$ cat src/rtl/ones_window_pkg.sv
package ones_window_pkg;

   // Saturating tally carried between cells (Gray-ordered codes)
   typedef enum logic [1:0] {
      TALLY_NONE = 2'b00,
      TALLY_ONE  = 2'b01,
      TALLY_TWO  = 2'b11,
      TALLY_MANY = 2'b10
   } tally_e;

   localparam int TALLY_W = 2;

   // Cell style selectors
   localparam int STYLE_TABLE = 0;
   localparam int STYLE_EQN   = 1;

   // Whether a tally lies in the flagged window
   function automatic logic in_window(input tally_e t);
      return (t == TALLY_ONE) || (t == TALLY_TWO);
   endfunction

endpackage

$ cat src/rtl/ow_cell_table.sv
module ow_cell_table
   import ones_window_pkg::*;
(
   input  logic   bit_in,
   input  tally_e tally_in,
   output tally_e tally_out,
   output logic   flag
);

   always_comb begin
      unique case ({tally_in, bit_in})
         {TALLY_NONE, 1'b0}: tally_out = TALLY_NONE;
         {TALLY_NONE, 1'b1}: tally_out = TALLY_ONE;
         {TALLY_ONE,  1'b0}: tally_out = TALLY_ONE;
         {TALLY_ONE,  1'b1}: tally_out = TALLY_TWO;
         {TALLY_TWO,  1'b0}: tally_out = TALLY_TWO;
         {TALLY_TWO,  1'b1}: tally_out = TALLY_MANY;
         {TALLY_MANY, 1'b0}: tally_out = TALLY_MANY;
         default:            tally_out = TALLY_MANY;
      endcase
   end

   assign flag = in_window(tally_out);

endmodule

$ cat src/rtl/ow_cell_eqn.sv
module ow_cell_eqn
   import ones_window_pkg::*;
(
   input  logic   bit_in,
   input  tally_e tally_in,
   output tally_e tally_out,
   output logic   flag
);

   logic y1, y0, n1, n0;

   assign y1 = tally_in[1];
   assign y0 = tally_in[0];

   // Reduced next-tally equations for the chosen code assignment
   assign n1 = y1 | (bit_in & y0);
   assign n0 = (~y1 & (y0 | bit_in)) | (y1 & y0 & ~bit_in);

   assign tally_out = tally_e'({n1, n0});
   // Low code bit marks both window states (01, 11)
   assign flag      = n0;

endmodule

$ cat src/rtl/ow_cell.sv
module ow_cell
   import ones_window_pkg::*;
#(
   parameter int CELL_STYLE = STYLE_TABLE
) (
   input  logic   bit_in,
   input  tally_e tally_in,
   output tally_e tally_out,
   output logic   flag
);

   generate
      if (CELL_STYLE == STYLE_TABLE) begin : g_table
         ow_cell_table u_cell (
            .bit_in   (bit_in),
            .tally_in (tally_in),
            .tally_out(tally_out),
            .flag     (flag)
         );
      end else begin : g_eqn
         ow_cell_eqn u_cell (
            .bit_in   (bit_in),
            .tally_in (tally_in),
            .tally_out(tally_out),
            .flag     (flag)
         );
      end
   endgenerate

   always_comb begin

      sat_hold_chk: assert (tally_in != TALLY_MANY || tally_out == TALLY_MANY);

      zero_hold_chk: assert (bit_in || tally_out == tally_in);

      step_move_chk: assert (!bit_in || tally_in == TALLY_MANY || tally_out != tally_in);
   end

endmodule

$ cat src/rtl/ones_window_array.sv
module ones_window_array
   import ones_window_pkg::*;
#(
   parameter int WIDTH      = 8,
   parameter int CELL_STYLE = STYLE_TABLE
) (
   input  logic [WIDTH-1:0] x,
   output logic [WIDTH-1:0] z
);

   localparam int LINKS = WIDTH + 1;

   generate
      if (WIDTH < 1) begin : g_bad_width
         $error("ones_window_array: WIDTH must be at least 1");
      end
      if (CELL_STYLE != STYLE_TABLE && CELL_STYLE != STYLE_EQN) begin : g_bad_style
         $error("ones_window_array: CELL_STYLE must be 0 or 1");
      end
   endgenerate

   tally_e link [LINKS];

   assign link[0] = TALLY_NONE;

   generate
      for (genvar i = 0; i < WIDTH; i++) begin : g_cell
         ow_cell #(.CELL_STYLE(CELL_STYLE)) u_cell (
            .bit_in   (x[i]),
            .tally_in (link[i]),
            .tally_out(link[i+1]),
            .flag     (z[i])
         );
      end
   endgenerate

   always_comb begin

      first_cell_chk: assert (z[0] == x[0]);

      quiet_input_chk: assert (x != '0 || z == '0);
   end

endmodule

$ cat config.mk
export PLATFORM = sky130hd
export DESIGN_NAME = ones_window_array
export DESIGN_NICKNAME = d
export VERILOG_FILES = /design/src/rtl/ones_window_pkg.sv /design/src/rtl/ow_cell_table.sv /design/src/rtl/ow_cell_eqn.sv /design/src/rtl/ow_cell.sv /design/src/rtl/ones_window_array.sv
export SDC_FILE = /design/constraint.sdc
export NUM_CORES = 1
export LEC_CHECK = 0
export BUFFER_PORTS_ARGS = -buffer_cell sky130_fd_sc_hd__buf_2
export CAP_MARGIN = 10
export CORE_AREA = 4 4 41 43
export DETAILED_ROUTE_END_ITERATION = 8
export DIE_AREA = 0 0 45 47
export PLACE_DENSITY = 0.38
export SYNTH_ARGS = -nofsm -noshare
export SYNTH_HDL_FRONTEND = slang
export SYNTH_HIERARCHICAL = 1
export SYNTH_SLANG_ARGS = --single-unit
$ cat constraint.sdc
create_clock -name vclk -period 8.2
set_input_delay 1.23 -clock vclk [all_inputs]
set_output_delay 1.23 -clock vclk [all_outputs]
set_load 0.05 [all_outputs]
=== Word-level counts from Yosys, hierarchy flattened ===
Cells that the tools add are included.
Widths: inputs -> output; s select.

* Input bits: 8
* Logic and storage cells: 82
* Output and inout port bits: 8
* Register bits after elaboration: 0

* Eq/ne operators: 44
* Reductions and logical operators: 30
* Muxes and demuxes: 8

{| class="wikitable"
|+ Operators by type and width
! cell !! number
|-
| $eq 3x2->1 const B || 14
|-
| $pmux 2 s3 || 7
|-
| $reduce_or 2->1 || 14
|-
| $logic_not 3->1 || 8
|-
| $eq 3x1->1 const B || 7
|-
| $eq 3x3->1 const B || 7
|-
| $eq 2x1->1 const B || 8
|-
| $eq 2x2->1 const B || 8
|-
| $logic_or 1x1->1 || 8
|-
| $pmux 2 s2 || 1
|}

=== Logic depth before layout (Yosys ltp) ===
Gate-level depths: netlist (run 1).

* Word-level depth: 25
* Mapped depth: 23
* Gate-level depth less buffers: 16

=== Modules after synthesis ===
The synthesis (run 1) kept the hierarchy.

{| class="wikitable"
|+ Modules (own cells, without submodules)
! module !! cells each !! area each (µm²) !! instances !! sequential area each (µm²)
|-
| ow_cell_table || 4 || 28.8 || 8 || 0.0
|-
| ones_window_array || 1 || 3.8 || 1 || 0.0
|}

=== Worst setup path before layout (run 1) ===
Ideal clock, no wire load.

* Kind: input to output
* Start point: input x[0]
* End point: output z[7]
* Stages on the path: 22
* Setup slack: -2792 ps
* Arrival time: 9762 ps
* Required time: 6970 ps
* Path buffers: 7
* Cell sequence: mux2i_1 > buf_4 > inv_1 > mux2i_1 > buf_4 > inv_1 > mux2i_1 > buf_4 > inv_1 > mux2i_1 > buf_4 > inv_1 > mux2i_1 > buf_4 > inv_1 > mux2i_1 > buf_4 > inv_1 > mux2i_1 > buf_4 > inv_1 > mux2i_1

{| class="wikitable"
|+ RTL lines
! what !! RTL line !! RTL
|-
| from (decl) || ones_window_array.sv:7 || <nowiki>input logic [WIDTH-1:0] x,</nowiki>
|-
| to (decl) || ones_window_array.sv:8 || <nowiki>output logic [WIDTH-1:0] z</nowiki>
|}

=== Worst setup path in the final report (run 1) ===
* Start point: input x[0]
* End point: output z[7]

* Longest elaborated chain between the ends: 25
* Elaborated cells on any way between the ends: 61
* Those cells by class: 30 x eq/ne; 8 x mux; 23 x reduce/logical

{| class="wikitable"
|+ Ends and longest elaborated chain
! what !! RTL line !! RTL
|-
| $logic_not 3->1 || ow_cell_table.sv:11 || <nowiki>unique case ({tally_in, bit_in})</nowiki>
|-
| $pmux 2 s2 * || ow_cell_table.sv:11 ||
|-
| $eq 3x3->1, or another cell as far along || ow_cell_table.sv:11 ||
|-
| $reduce_or 2->1 (no line) || n/a ||
|-
| $pmux 2 s3 * || ow_cell_table.sv:11 ||
|-
| $eq 3x3->1, or another cell as far along || ow_cell_table.sv:11 ||
|-
| $reduce_or 2->1 (no line) || n/a ||
|-
| $pmux 2 s3 * || ow_cell_table.sv:11 ||
|-
| [... 9 more ...] || n/a ||
|-
| $eq 3x3->1, or another cell as far along || ow_cell_table.sv:11 ||
|-
| $reduce_or 2->1 (no line) || n/a ||
|-
| $pmux 2 s3 * || ow_cell_table.sv:11 ||
|-
| $eq 3x3->1, or another cell as far along || ow_cell_table.sv:11 ||
|-
| $reduce_or 2->1 (no line) || n/a ||
|-
| $pmux 2 s3 * || ow_cell_table.sv:11 ||
|-
| $eq 2x1->1 / $eq 2x2->1 (equally long branches) || ones_window_pkg.sv:19 || <nowiki>return (t == TALLY_ONE) || (t == TALLY_TWO);</nowiki>
|-
| $logic_or 1x1->1 * || ones_window_pkg.sv:19 ||
|}

Every way passes the cells marked *; elsewhere a longest branch is shown, timed or not.

==> flow_metrics.py, run 1 <==
metrics = {
    "power_and_ir_drop": {
        "p_per_area_nw_per_um2": 111,
        "pwr-share-seq_pct": 0,
        "ir_drop_mv": 0.0291,
        "p_leak_nw": 0.178,
        "p_int_w": 0.0000123,
        "switching_share_pct": 67.6,
        "clkPwrFrac_pct": 0,
        "power.switching_w": 0.0000257,
        "pwr-share-comb_pct": 100.0,
        "power.total_w": 0.0000380,
    },
    "cells_and_area": {
        "fillers": 146,
        "num-nets-final": 53,
        "drive_gt1_share_pct": 55.8,
        "clock_buffers": 0,
        "seq_area_um2": 0,
        "syn2layout_area_growth_pct": 56.0,
        "diodes": 0,
        "seq_cells": 0,
        "fin_cells": 58,
    },
    "route": {
        "drc": 0,
        "drt_iter0_drc": 0,
        "vias": 206,
        "routed_wl_um": 395,
        "viasPerCell": 3.55,
        "dr.pass1.iters": 1,
        "drtAntennaViolNets": 0,
        "wl_per_cell_um": 6.81,
    },
    "sta": {
        "finalWorstSetupSlack_ns": 3.41,
        "setup_viol": 0,
        "finalCritPeriodShare_pct": 58.5,
        "max_clock_freq_mhz": 209,
        "rsz0062_at_grt": "no",
        "final.min_clock_period_ns": 4.79,
        "hold_violations": 0,
        "slew_violations": 0,
        "fin_tns_setup_ns": 0,
    },
    "grt": {
        "grt_overflow": 0,
        "antenna_found_initial": 0,
        "grt_usage_pct": 4.10,
        "grt_pass1_vias": 194,
        "grt_max_degree": 4,
        "grt_pass1_wl_um": 710,
    },
    "floorplanning": {
        "floorplan.rows": 13,
        "boundaryPins": 16,
        "die_x_um": 45,
        "start_util_pct": 16.8,
        "die_y_um": 47,
        "core_um2": 1300,
        "die-area_um2": 2120,
    },
    "clock_tree": {
        "post_cts_resized": 0,
        "cts_hold_buf": 0,
        "post_cts_buffers": 0,
    },
    "run_status": {
        "status": "finished, final reports clean",
    },
    "place": {
        "io_buffers": 16,
        "pre_cts_slack_ns": 3.38,
        "place_congestion": 0.601,
        "place_inst": 58,
    },
    "setup_path": {
        "worst_setup_path_end_kind": "output pin",
        "crit_path_max_fanout": 3,
        "crit_top_cell": "inv_1",
        "max_stage_delay_ns": 0.28,
        "crit_path_start_kind": "input port",
        "path_cells": "buf_2 > mux2i_2 > inv_1 > mux2i_2 > inv_1 > mux2i_2 > inv_1 > mux2i_4 > inv_1 > mux2i_4 > inv_1 > mux2i_4 > inv_1 > mux2i_4 > inv_1 > mux2i_2 > buf_2",
        "worstPathArrival_ns": 3.56,
        "critPathKind": "in -> out",
        "crit_family": "multiplexers",
        "cp_slowest_cell": "buf_2",
        "path_buf_inv": 9,
        "worstPathRequired_ns": 6.97,
    },
    "logic_synthesis": {
        "synthCells": 31,
        "netlist_area_um2": 219,
        "syn_area_per_cell_um2": 7.06,
        "yosysWarningCount": 6,
    },
    "hold_path": {
        "holdCritPathClass": "in -> out",
    },
    "run": {
        "cap_violations": 0,
    },
}
## placed cells by master, fill, tap and decap left out, drive strengths merged
master / n
mux2i: 8
buf: 16
inv: 8
conb: 4
a21o: 7
## path summary, 6_finish.rpt
path / startpoint / endpoint / slack, ns / depth (start not counted)
setup / recovery: x[0] / z[7] / 3.41 / 17
hold / removal: x[7] / z[7] / 2.81 / 3
## per-layer routing
metal	part of all wire, %	up-vias	GRT usage [%]
met5	0	-	0
met3	7.3	0	0
met2	48	8	7.34
met4	0	0	0
met1	45	85	5.88
li1	-	113	-
## final cells by class
class | instances | area (um^2) | share of cell area (%)
Multi-Input combinational cell | 19 | 213 | 62.3
Timing Repair Buffer | 16 | 80.1 | 23.4
Inverter | 8 | 30.0 | 8.79
Tap cell | 15 | 18.8 | 5.49
## power groups by stage
stage / Combinational [W] / Clock [W] / Sequential (W)
finish: 0.0000380 / 0 / 0
global route: 0.0000405 / 0 / 0
CTS: 0.0000383 / 0 / 0
detailed placement: 0.0000382 / 0 / 0
global placement: 0.0000385 / 0 / 0
floorplan: 0.0000351 / 0 / 0
## through the flow
| step | cell area [um^2] | utilization, % | hold slack [ns] |
|---|---|---|---|
| final | 342 | 26.3 | 2.81 |
| after global routing | 342 | 26.3 | 2.83 |
| after CTS | 342 | 26.3 | 2.81 |
| after detailed placement | 342 | 26.3 | 2.81 |
| after global placement | 342 | 26.3 | 2.81 |
| after floorplan | 295 | - | 2.59 |
No activity file was read; power rests on OpenSTA's default activity.
==> inputs of run 2 (changes only) <==
- ABC_AREA: default -> 1
- PLACE_DENSITY: 0.38 -> 0.42
- clock period: 8.2 -> 4.28 ns (I/O delays scaled with it)
==> flow_metrics.py, run 2 <==
metrics = {
    "power_and_ir_drop": {
        "ir_drop_mv": 0.0412,
        "p_leak_nw": 0.274,
        "p_per_area_nw_per_um2": 175,
    },
    "grt": {
        "grt_max_degree": 4,
        "grt_pass1_vias": 238,
        "grt_overflow": 0,
        "grt_usage_pct": 4.56,
        "antenna_found_initial": 0,
        "grt_pass1_wl_um": 793,
    },
    "cells_and_area": {
        "layout_commonest_cell": "nand2_1",
        "seq_cells": 0,
        "final_cell_mix": "nand2_1 (30), inv_1 (16), buf_2 (16)",
        "fin_cells": 88,
        "num-nets-final": 83,
        "seq_area_um2": 0,
        "drive_gt1_share_pct": 32.9,
        "fin_util_pct": 27.9,
        "diodes": 0,
        "fillers": 177,
        "multi_input_comb_area_um2": 204,
        "clock_buffers": 0,
        "syn2layout_area_growth_pct": 40.1,
    },
    "setup_path": {
        "worst_setup_path_end_kind": "output pin",
        "path_buf_inv": 3,
        "critPathKind": "in -> out",
        "worstPathRequired_ns": 3.64,
        "crit_top_cell": "nand2_1",
        "cp_slowest_cell": "buf_2",
        "worstPathArrival_ns": 2.15,
        "crit_path_max_fanout": 3,
        "path_depth": 19,
        "crit_path_start_kind": "input port",
        "path_cells": "buf_2 > nand2_1 > nand2_2 > nand2_1 > nand2_4 > nand2_1 > nand2_4 > nand2_1 > nand2_4 > nand2_1 > nand2_4 > nand2_1 > nand2_1 > inv_1 > nand2_1 > nand2_4 > nand2_1 > nand2_2 > buf_2",
        "max_stage_delay_ns": 0.25,
        "crit_family": "simple AND/OR/NAND/NOR gates",
    },
    "sta": {
        "rsz0062_at_grt": "no",
        "finalCritPeriodShare_pct": 65.2,
        "hold_violations": 0,
        "finalWorstSetupSlack_ns": 1.49,
        "setup_viol": 0,
        "fin_tns_setup_ns": 0,
        "hold-worst-slack_ns": 1.69,
        "slew_violations": 0,
        "max_clock_freq_mhz": 359,
        "final.min_clock_period_ns": 2.79,
    },
    "route": {
        "dr.pass1.iters": 3,
        "wl_per_cell_um": 5.51,
        "vias": 308,
        "drc": 0,
        "routed_wl_um": 485,
        "drtAntennaViolNets": 0,
        "drt_iter0_drc": 3,
        "viasPerCell": 3.50,
    },
    "place": {
        "hpwl_um": 469,
        "place_inst": 88,
        "place_congestion": 0.652,
        "io_buffers": 16,
        "pre_cts_slack_ns": 1.46,
    },
    "logic_synthesis": {
        "yosysWarningCount": 6,
        "synthCells": 62,
        "netlist_area_um2": 259,
        "syn_area_per_cell_um2": 4.18,
    },
    "floorplanning": {
        "core_um2": 1300,
        "start_util_pct": 19.9,
        "floorplan.rows": 13,
        "boundaryPins": 16,
        "die_x_um": 45,
        "die-area_um2": 2120,
        "die_y_um": 47,
    },
    "clock_tree": {
        "post_cts_resized": 0,
        "post_cts_buffers": 0,
        "cts_hold_buf": 0,
    },
    "run": {
        "cap_violations": 0,
    },
    "hold_path": {
        "hold_depth": 5,
        "worstHoldStart": "x[7]",
        "holdPathEnd": "z[7]",
        "holdCritPathClass": "in -> out",
    },
    "run_status": {
        "status": "finished, final reports clean",
    },
}
-- run 2: final cells by class --
type,instances,area share [%]
well taps,15,5.17
multi-input cells,41,56.2
inverters,16,16.6
repair buffers,16,22.1
-- run 2: through the flow --
step / area, um^2 / total power (W)
4_1_cts: 363 / 0.0000645
2_1_floorplan: 317 / 0.0000589
5_1_grt: 363 / 0.0000690
6_report: 363 / 0.0000635
3_5_place_dp: 363 / 0.0000643
3_3_place_gp: 363 / 0.0000643
-- run 2: worst max path at each step --
| stage | from | to | slack (ns) |
|---|---|---|---|
| after CTS | x[0] | z[7] | 1.45 |
| after global placement | x[0] | z[7] | 1.46 |
| after detailed placement | x[0] | z[7] | 1.46 |
| after floorplan | x[0] | z[7] | 0.06 |
| final | x[0] | z[7] | 1.49 |
| after global routing | x[0] | z[7] | 1.32 |
-- run 2: power breakdown --
part / internal [W] / total, W / switching [W]
logic: 0.0000169 / 0.0000635 / 0.0000465
registers: 0 / 0 / 0
clock network: 0 / 0 / 0
-- run 2: metal layers --
| metal | track usage (%) | vias to the layer above | wire length (um) |
|---|---|---|---|
| met3 | 0 | 0 | 62 |
| met1 | 4.94 | 116 | 195 |
| met4 | 0 | 0 | 0 |
| met5 | 0 | - | 0 |
| met2 | 10.2 | 10 | 227 |
| li1 | - | 182 | - |
==> inputs of run 3 (changes only) <==
- clock period: 4.28 -> 2.45 ns (I/O delays scaled with it)
==> flow_metrics.py, run 3 (synthesis results as in run 2) <==
metrics = {
    "power_and_ir_drop": {
        "p_leak_nw": 0.345,
        "ir_drop_mv": 0.0980,
        "pwr-share-seq_pct": 0,
        "pwr-share-comb_pct": 100.0,
        "p_int_w": 0.0000476,
        "p_per_area_nw_per_um2": 289,
        "clkPwrFrac_pct": 0,
        "switching_share_pct": 69.0,
        "power.switching_w": 0.000106,
    },
    "grt": {
        "antenna_found_initial": 0,
        "grt_max_degree": 4,
        "grt_pass1_wl_um": 938,
        "grt_usage_pct": 5.43,
        "grt_overflow": 0,
        "grt_pass1_vias": 270,
    },
    "route": {
        "viasPerCell": 3.56,
        "drtAntennaViolNets": 0,
        "dr.pass1.iters": 1,
        "drc": 0,
        "vias": 317,
        "drt_iter0_drc": 0,
        "wl_per_cell_um": 6.29,
        "routed_wl_um": 560,
    },
    "hold_path": {
        "holdCritPathClass": "in -> out",
        "hold_depth": 4,
    },
    "sta": {
        "max_clock_freq_mhz": 434,
        "hold_violations": 0,
        "setup_viol": 0,
        "final.min_clock_period_ns": 2.30,
        "rsz0062_at_grt": "no",
        "slew_violations": 0,
        "finalCritPeriodShare_pct": 93.9,
    },
    "setup_path": {
        "path_depth": 21,
        "crit_family": "simple AND/OR/NAND/NOR gates",
        "critPathCapture": "z[7]",
        "worstSetupStartpoint": "x[0]",
        "crit_top_cell": "nand2_1",
        "path_cells": "buf_2 > nand2_8 > nand2_8 > nand2_1 > nand2_1 > inv_1 > nand2_2 > nand2_8 > nand2_1 > nand2_1 > inv_1 > nand2_1 > nand2_8 > nand2_1 > nand2_1 > inv_1 > nand2_2 > nand2_8 > nand2_4 > nand2_8 > buf_4",
        "worstPathArrival_ns": 1.93,
        "cp_slowest_cell": "buf_4",
        "worst_setup_path_end_kind": "output pin",
        "critPathKind": "in -> out",
        "crit_path_start_kind": "input port",
        "worstPathRequired_ns": 2.08,
        "path_buf_inv": 5,
        "crit_path_max_fanout": 3,
        "max_stage_delay_ns": 0.18,
    },
    "cells_and_area": {
        "seq_cells": 0,
        "seq_area_um2": 0,
        "final_cell_mix": "nand2_1 (18), inv_1 (16), buf_2 (15)",
        "fillers": 148,
        "diodes": 0,
        "num-nets-final": 84,
        "fin_util_pct": 40.9,
        "layout_commonest_cell": "nand2_1",
        "drive_gt1_share_pct": 50.0,
        "clock_buffers": 0,
        "syn2layout_area_growth_pct": 105,
        "multi_input_comb_area_um2": 363,
        "final_area_um2": 532,
    },
    "floorplanning": {
        "boundaryPins": 16,
        "core_um2": 1300,
        "start_util_pct": 19.9,
        "die_y_um": 47,
        "die-area_um2": 2120,
        "floorplan.rows": 13,
        "die_x_um": 45,
    },
    "place": {
        "place_congestion": 0.614,
        "hpwl_um": 557,
        "placed_area_um2": 519,
        "io_buffers": 16,
    },
    "run": {
        "cap_violations": 0,
    },
    "run_status": {
        "status": "finished, final reports clean",
    },
}
-- run 3: cell types whose count changed in the layout (fill, tap and decap cells not counted) --
cell / previous run / this run
nand2_2: 2 / 4
buf_2: 16 / 15
nand2_1: 30 / 18
buf_4: 0 / 2
nand2_8: 0 / 9
nand2_4: 6 / 7
-- run 3: through the flow --
| step | worst slack, ns | total power (W) | TNS (ns) | hold slack (ns) | std cells |
|---|---|---|---|---|---|
| 2_1_floorplan | -0.515 | 0.000149 | -0.735 | 0.861 | 64 |
| 3_3_place_gp | -0.0266 | 0.000152 | -0.0266 | 1.19 | 89 |
| 3_5_place_dp | -0.0317 | 0.000152 | -0.0317 | 1.19 | 89 |
| 4_1_cts | 0.0334 | 0.000153 | 0 | 1.19 | 89 |
| 5_1_grt | 0.0124 | 0.000165 | 0 | 1.18 | 89 |
| 6_report | 0.148 | 0.000154 | 0 | 1.15 | 89 |
-- run 3: cell type report --
cell class         count  area share (%)
inverters             16            11.3
multi-input cells     41            68.2
well taps             15            3.53
repair buffers        17            16.9
-- run 3: metal layers --
layer,track usage [%],share of wire [%]
met1,7.87,48
met4,0,0
met5,0,0
met3,0,3.4
met2,9.60,49
-- run 3: tightest hold or removal path, delay by kind of cell --
kind / cells / cell delay, ns
simple gates: 2 / 0.14
buf+inv: 2 / 0.28
-- run 3: power groups by stage --
stage                     combinational [W]  sequential, W  clock, W
after detailed placement           0.000152              0         0
after global placement             0.000152              0         0
after global routing               0.000165              0         0
after floorplan                    0.000149              0         0
final                              0.000154              0         0
after CTS                          0.000153              0         0
-- run 3: worst min-delay path by stage --
stage | startpoint | to
after detailed placement | x[0] | z[0]
after floorplan | x[0] | z[0]
after CTS | x[7] | z[7]
final | x[7] | z[7]
after global routing | x[7] | z[7]
after global placement | x[0] | z[0]
-- run 3: what timing repair did --
| item | in CTS | in global routing |
|---|---|---|
| setup buffers | 0 | 0 |
| hold buffers | 0 | 0 |
| setup endpoints to repair | 1 | 2 |
| resized for setup | 1 | 4 |
